$ cat src/rtl/uart_irq_pkg.sv
package uart_irq_pkg;
  localparam int NUM_SRC  = 7;
  localparam int CODE_W   = 6;
  localparam int STATUS_W = 8;
  localparam int FIFO_W   = STATUS_W - CODE_W;

  localparam int SRC_LINE  = 0;
  localparam int SRC_RXRDY = 1;
  localparam int SRC_RXTMO = 2;
  localparam int SRC_TXMT  = 3;
  localparam int SRC_MODEM = 4;
  localparam int SRC_SPCH  = 5;
  localparam int SRC_FLOW  = 6;

  localparam logic [CODE_W-1:0] CODE_NONE = 6'b000001;
  localparam logic [CODE_W-1:0] CODE_TX   = 6'b000010;

  typedef struct packed {
    logic freezeStatus;
    logic ackTx;
  } ctrlStrobe_t;

  function automatic logic [CODE_W-1:0] srcCode(input int idx);
    case (idx)
      SRC_LINE:  srcCode = 6'b000110;
      SRC_RXRDY: srcCode = 6'b000100;
      SRC_RXTMO: srcCode = 6'b001100;
      SRC_TXMT:  srcCode = CODE_TX;
      SRC_MODEM: srcCode = 6'b000000;
      SRC_SPCH:  srcCode = 6'b010000;
      SRC_FLOW:  srcCode = 6'b100000;
      default:   srcCode = CODE_NONE;
    endcase
  endfunction
endpackage

$ cat src/rtl/uart_irq_prio.sv
module uart_irq_prio
  import uart_irq_pkg::*;
#(
  parameter int N_SRC = NUM_SRC
) (
  input  logic [N_SRC-1:0]  gatedPend,
  output logic [CODE_W-1:0] winCode,
  output logic              anyPend
);
  // lowest rank first so the highest rank overwrites last
  always_comb begin
    winCode = CODE_NONE;
    for (int i = N_SRC - 1; i >= 0; i--) begin
      if (gatedPend[i]) winCode = srcCode(i);
    end
  end

  assign anyPend = |gatedPend;
endmodule

$ cat src/rtl/uart_irq_ctrl.sv
module uart_irq_ctrl
  import uart_irq_pkg::*;
(
  input  logic              clk,
  input  logic              rstN,
  input  logic              readActive,
  input  logic [CODE_W-1:0] reportedCode,
  output ctrlStrobe_t       strobes
);
  logic prevRead;

  always_ff @(posedge clk or negedge rstN) begin
    if (!rstN) prevRead <= 1'b0;
    else       prevRead <= readActive;
  end

  logic readStart;
  assign readStart = readActive & ~prevRead;

  always_comb begin
    strobes.freezeStatus = readActive;
    strobes.ackTx        = readStart && (reportedCode == CODE_TX);
  end
endmodule

$ cat src/rtl/uart_irq_datapath.sv
module uart_irq_datapath
  import uart_irq_pkg::*;
#(
  parameter int N_SRC = NUM_SRC
) (
  input  logic                clk,
  input  logic                rstN,
  input  logic [N_SRC-1:0]    levelFlags,
  input  logic                txEmptyEvt,
  input  logic [N_SRC-1:0]    srcEnable,
  input  logic                fifoEnable,
  input  ctrlStrobe_t         strobes,
  output logic [STATUS_W-1:0] intStatus,
  output logic                irqOut
);
  logic txPending;
  logic [N_SRC-1:0] pendVec;
  logic [N_SRC-1:0] gatedPend;
  logic [CODE_W-1:0] winCode;
  logic anyPend;

  // a new event outranks a same-cycle acknowledge
  always_ff @(posedge clk or negedge rstN) begin
    if (!rstN)              txPending <= 1'b0;
    else if (txEmptyEvt)    txPending <= 1'b1;
    else if (strobes.ackTx) txPending <= 1'b0;
  end

  for (genvar g = 0; g < N_SRC; g++) begin : gGate
    if (g == SRC_TXMT) begin : gTx
      assign pendVec[g] = txPending;
    end else begin : gLvl
      assign pendVec[g] = levelFlags[g];
    end
    assign gatedPend[g] = pendVec[g] & srcEnable[g];
  end

  uart_irq_prio #(.N_SRC(N_SRC)) uPrio (
    .gatedPend(gatedPend),
    .winCode  (winCode),
    .anyPend  (anyPend)
  );

  always_ff @(posedge clk or negedge rstN) begin
    if (!rstN) begin
      intStatus <= {{FIFO_W{1'b0}}, CODE_NONE};
      irqOut    <= 1'b0;
    end else begin
      irqOut <= anyPend;
      if (!strobes.freezeStatus)
        intStatus <= {{FIFO_W{fifoEnable}}, winCode};
    end
  end
endmodule

$ cat src/rtl/uart_irq_ident.sv
module uart_irq_ident
  import uart_irq_pkg::*;
(
  input  logic                clk,
  input  logic                rstN,
  input  logic                lineErr,
  input  logic                rxReady,
  input  logic                rxTimeout,
  input  logic                txEmptyEvt,
  input  logic                modemChg,
  input  logic                specialChar,
  input  logic                flowPinChg,
  input  logic [NUM_SRC-1:0]  srcEnable,
  input  logic                fifoEnable,
  input  logic                readActive,
  output logic [STATUS_W-1:0] intStatus,
  output logic                irqOut
);
  logic [NUM_SRC-1:0] levelFlags;
  ctrlStrobe_t strobes;

  always_comb begin
    levelFlags = '0;
    levelFlags[SRC_LINE]  = lineErr;
    levelFlags[SRC_RXRDY] = rxReady;
    levelFlags[SRC_RXTMO] = rxTimeout;
    levelFlags[SRC_MODEM] = modemChg;
    levelFlags[SRC_SPCH]  = specialChar;
    levelFlags[SRC_FLOW]  = flowPinChg;
  end

  uart_irq_ctrl uCtrl (
    .clk         (clk),
    .rstN        (rstN),
    .readActive  (readActive),
    .reportedCode(intStatus[CODE_W-1:0]),
    .strobes     (strobes)
  );

  uart_irq_datapath #(.N_SRC(NUM_SRC)) uData (
    .clk       (clk),
    .rstN      (rstN),
    .levelFlags(levelFlags),
    .txEmptyEvt(txEmptyEvt),
    .srcEnable (srcEnable),
    .fifoEnable(fifoEnable),
    .strobes   (strobes),
    .intStatus (intStatus),
    .irqOut    (irqOut)
  );
endmodule

$ cat config.mk
export PLATFORM = sky130hd
export DESIGN_NAME = uart_irq_ident
export DESIGN_NICKNAME = d
export VERILOG_FILES = /design/src/rtl/uart_irq_pkg.sv /design/src/rtl/uart_irq_prio.sv /design/src/rtl/uart_irq_ctrl.sv /design/src/rtl/uart_irq_datapath.sv /design/src/rtl/uart_irq_ident.sv
export SDC_FILE = /design/constraint.sdc
export NUM_CORES = 1
export LEC_CHECK = 0
export ABC_AREA = 0
export BUFFER_PORTS_ARGS = -buffer_cell sky130_fd_sc_hd__buf_2
export CAP_MARGIN = 20
export CORE_AREA = 10 10 52 54
export DETAILED_ROUTE_END_ITERATION = 8
export DIE_AREA = 0 0 62 64
export GPL_ROUTABILITY_DRIVEN = 0
export GPL_TIMING_DRIVEN = 0
export SLEW_MARGIN = 30
export SYNTH_ARGS = -nofsm -noshare
export SYNTH_HDL_FRONTEND = slang
export SYNTH_HIERARCHICAL = 1
export SYNTH_SLANG_ARGS = --single-unit
$ cat constraint.sdc
create_clock -name clk -period 1.6 [get_ports clk]
set_input_delay 0.08 -clock clk [delete_from_list [all_inputs] [get_ports clk]]
set_output_delay 0.08 -clock clk [all_outputs]
set_load 0.1 [all_outputs]
==> flow_summary.json, run 1 <==
{
  "outcome": "finished clean",
  "rr_worst_depth": 4,
  "final_net_count": 95,
  "drc_errors": 0,
  "ff_latch_area_sq_um": 256,
  "postLayoutCoreUtil_pct": 46.1,
  "initial_core_util_pct": 33.0,
  "grtUsageTotal_pct": 6.94,
  "io_buffers": 26,
  "worstSetupPathType": "flip-flop to flip-flop",
  "rr_startpoint": "uData/txPending",
  "p_leak_nw": 0.377,
  "grt_first_pass_wirelength_microns": 2060,
  "power.density_mw_per_mm2": 921,
  "grt_max_degree": 11,
  "first_pass_iters": 4,
  "ios": 27,
  "clk_pin_slew_ns": 0.06,
  "dieArea_sq_mm": 0.00397,
  "dp_hpwl_microns": 1020,
  "synth_area_sq_um": 564,
  "grt_pass1_vias": 491,
  "setup_viol_count_final": 0,
  "cts_buffer_depth": 2,
  "slew_headroom_pct": 67.4,
  "die_w_microns": 62,
  "post_cts_buffers": 0,
  "cp-startpoint": "uData/txPending",
  "drtAntennaViolNets": 0,
  "core_area_sq_mm": 0.00171,
  "yosysWarnings": 6,
  "insertion_delay_ns": 0.26,
  "cts_buffers": 3,
  "slew_violations": 0,
  "rsz0062_at_grt": "no",
  "htreeDepth": 1,
  "cts_tree": "yes",
  "fin_cells": 101,
  "die_h_microns": 64,
  "rows": 15,
  "timing.reg2reg.setup_slack_ns": 0.18,
  "dp_slack_ns": 0.180,
  "skew_ns": 0.00755,
  "detail_route.wirelength_microns": 1250,
  "avgViaCountPerCell": 4.28,
  "vias": 432,
  "tns_ns": 0,
  "dp_cells": 94,
  "finalCriticalPeriod_ns": 1.42,
  "fin_crit_sh_pct": 88.8,
  "overflow": 0,
  "grt_antenna_before_repair": 0,
  "hold_viol": 0,
  "layout_setup_ws_ns": 0.180,
  "critPathCapture": "uData/intStatus[0]",
  "post_cts_resized": 0,
  "area_delta_synth_final_pct": 39.5,
  "synth_nets": 61,
  "n_antenna_cell": 0,
  "clock-sinks": 10,
  "maxCapViolCount": 0,
  "worst_slew_pin_slew_ns": 0.492,
  "cp.arrival_ns": 1.62,
  "syn_inst": 43,
  "r2r-end": "uData/intStatus[0]",
  "cts_hold_buf": 3,
  "hold_path_class": "input port to flip-flop",
  "startpoint_type": "flip-flop",
  "fmax_ghz": 0.704,
  "cts-root-buf": "clkbuf_4",
  "avgSynthCellArea_sq_um": 13.1,
  "drive_gt1_share_pct": 64.5,
  "wl_per_cell_microns": 12.3,
  "multi_input_area_sq_um": 278,
  "peakVddDrop_v": 0.000350,
  "fillers": 163,
  "crit_required_ns": 1.80,
  "drt_iter0_markers": 5,
  "end_kind": "flip-flop",
  "cp_max_fo": 4
}
-- cells in the final DEF (no fill, tap or decap), types with 2 or more instances in the layout --
master / count
buf_2: 27
and2_1: 7
mux2_4: 7
dfrtp_1: 5
dfrtp_2: 4
clkbuf_4: 3
dlygate4sd3_1: 3
nor2_1: 2
buf_4: 2
nand2b_1: 2
-- routing by layer --
layer	GRT usage [%]	wire, microns
met4	5.87	29
met5	0	0
met3	3.16	116
met2	10.0	548
met1	7.38	553
-- where the power goes --
| group | leakage, nW | internal, W | total (W) | switching (W) |
|---|---|---|---|---|
| sequential | 0.111 | 0.000274 | 0.000286 | 0.0000121 |
| clock | 0.0150 | 0.0000958 | 0.000170 | 0.0000740 |
| combinational | 0.251 | 0.0000811 | 0.000269 | 0.000188 |
| total | 0.377 | 0.000451 | 0.000725 | 0.000274 |
-- worst min path at each step --
stage / end / depth (start not counted) / slack (ns) / from
floorplan: uCtrl/prevRead / 0 / -0.22 / rstN
global placement: uData/intStatus[6] / 1 / -0.05 / rstN
detailed placement: uData/intStatus[6] / 1 / -0.05 / rstN
CTS: uData/intStatus[6] / 2 / 0.04 / fifoEnable
global route: uData/intStatus[6] / 2 / 0.04 / fifoEnable
finish: uData/intStatus[6] / 2 / 0.05 / fifoEnable
-- critical path, cell delays in order (launching register included) --
cell and delay (ns):
dfrtp_1 0.37, and2_1 0.22, nor4_1 0.42, and2b_2 0.21, mux2_4 0.13
-- through the flow --
| stage | power [W] | hold WS [ns] | area [sq um] |
|---|---|---|---|
| after floorplan | 0.000501 | -0.216 | 569 |
| after global placement | 0.000554 | -0.0541 | 731 |
| after detailed placement | 0.000556 | -0.0525 | 731 |
| after CTS | 0.000740 | 0.0431 | 787 |
| after global routing | 0.000772 | 0.0401 | 787 |
| final | 0.000725 | 0.0544 | 787 |
-- area by class of cell --
type	count	share of cell area, %
multi-input cells	28	35.3
flip-flops and latches	10	32.6
repair buffers	29	20.3
plain buffers	4	3.97
well taps	25	3.97
clock buffers	4	3.34
inverters	1	0.477
-- sequential cells by signal, indices dropped and copies added, names as in the netlist --
| register | flops |
|---|---|
| uData/irqOut | 1 |
| uData/intStatus | 7 |
| uData/txPending | 1 |
| uCtrl/prevRead | 1 |
(Power assumes the default switching activity.)
==> run 2, diff against run 1 <==
- BUFFER_PORTS_ARGS: -buffer_cell sky130_fd_sc_hd__buf_2 -> -buffer_cell sky130_fd_sc_hd__clkbuf_2
==> run 2 against run 1 <==
Final cell count is the same. Power grew 0.34%. Clock skew shrank 0.0038 ns. Via count shrank 3.7%. Largest cell class unchanged.
==> flow_summary.json, run 2 (synthesis results as in run 1) <==
{
  "outcome": "finished clean",
  "drt_iter0_markers": 5,
  "grt_pass1_vias": 505,
  "drive_gt1_share_pct": 64.5,
  "skew_ns": 0.00372,
  "grt_antenna_before_repair": 0,
  "io_buffers": 26,
  "end_kind": "flip-flop",
  "hold_viol": 0,
  "cp.arrival_ns": 1.61,
  "slew_violations": 0,
  "worst_slew_pin_slew_ns": 0.546,
  "detail_route.wirelength_microns": 1220,
  "crit_required_ns": 1.80,
  "clk_pin_slew_ns": 0.06,
  "cts_tree": "yes",
  "core_area_sq_mm": 0.00171,
  "ios": 27,
  "final_net_count": 95,
  "largest_reg_flops": 7,
  "fmax_ghz": 0.710,
  "power.density_mw_per_mm2": 924,
  "hold_path_class": "input port to flip-flop",
  "rsz0062_at_grt": "no",
  "fillers": 162,
  "die_w_microns": 62,
  "initial_core_util_pct": 33.0,
  "die_h_microns": 64,
  "grt_max_degree": 11,
  "postLayoutCoreUtil_pct": 46.1,
  "fin_crit_sh_pct": 88.0,
  "peakVddDrop_v": 0.000300,
  "grt_first_pass_wirelength_microns": 2130,
  "layout_common_cells": "clkbuf_2 (26), and2_1 (7), mux2_4 (7), dfrtp_1 (5), dfrtp_2 (4)",
  "avgViaCountPerCell": 4.12,
  "drtAntennaViolNets": 0,
  "overflow": 0,
  "layout.cells.most_common": "clkbuf_2",
  "wl_per_cell_microns": 12.1,
  "area_delta_synth_final_pct": 39.5,
  "slew_headroom_pct": 63.8,
  "maxCapViolCount": 0,
  "clock-sinks": 10,
  "tns_ns": 0,
  "dp_hpwl_microns": 1040,
  "drc_errors": 0,
  "cts_buffer_depth": 2,
  "rows": 15,
  "cp_max_fo": 4,
  "startpoint_type": "flip-flop",
  "finalCriticalPeriod_ns": 1.41,
  "p_leak_nw": 0.379,
  "n_antenna_cell": 0,
  "htreeDepth": 1,
  "post_cts_buffers": 0,
  "cts_buffers": 3,
  "dieArea_sq_mm": 0.00397,
  "top_register": "uData/intStatus",
  "setup_viol_count_final": 0,
  "worstSetupPathType": "flip-flop to flip-flop",
  "vias": 416,
  "first_pass_iters": 4,
  "grtUsageTotal_pct": 7.05,
  "insertion_delay_ns": 0.25,
  "cts-root-buf": "clkbuf_4"
}
==> run 2: repair_timing <==
item | in CTS | in global routing
endpoints found under the hold margin | 12 | 0
gates resized for setup | 0 | 0
hold buffers | 3 | 0
==> run 2: metrics by stage <==
stage	cell area [sq um]	worst slack, ns	hold WS [ns]	instances	total power, W
after detailed placement	731	0.214	-0.0411	94	0.000556
after CTS	787	0.178	0.0495	101	0.000738
after floorplan	569	0.0441	-0.216	43	0.000501
after global routing	787	0.0708	0.0429	101	0.000775
after global placement	731	0.223	-0.0472	94	0.000554
final	787	0.192	0.0554	101	0.000727
==> run 2: final timing paths <==
kind                                 start            endpoint  slack, ns  cells after the start
setup / recovery           uData/txPending  uData/intStatus[0]       0.19                      4
max in group asynchronous             rstN  uData/intStatus[0]       1.11                      2
setup reg to reg           uData/txPending  uData/intStatus[0]       0.19                      4
min in group asynchronous             rstN     uData/txPending       0.22                      2
hold reg to reg            uData/txPending     uData/txPending       0.49                      1
hold / removal                  fifoEnable  uData/intStatus[6]       0.06                      2
==> run 2: power by group <==
| group | total, W | internal (W) | switching (W) |
|---|---|---|---|
| clock | 0.000172 | 0.0000959 | 0.0000765 |
| combinational | 0.000268 | 0.0000804 | 0.000188 |
| sequential | 0.000287 | 0.000274 | 0.0000129 |
==> run 2: worst max-delay path, stage by stage, from the launching register on <==
cell	delay, ns
dfrtp_1	0.38
and2_1	0.22
nor4_1	0.41
and2b_2	0.21
mux2_4	0.13
==> run 2: area by class of cell <==
cell class,count,area (sq um),share of cell area (%)
repair buffers,29,160,20.3
clock buffers,4,26.3,3.34
plain buffers,4,31.3,3.97
flip-flops and latches,10,256,32.6
inverters,1,3.75,0.477
well taps,25,31.3,3.97
multi-input cells,28,278,35.3
==> run 2: per-layer routing <==
metal	track usage, %	wire [microns]	vias up
met4	5.87	0	0
met5	0	0	-
li1	-	-	214
met2	9.62	515	20
met1	8.62	615	182
met3	2.17	93	0
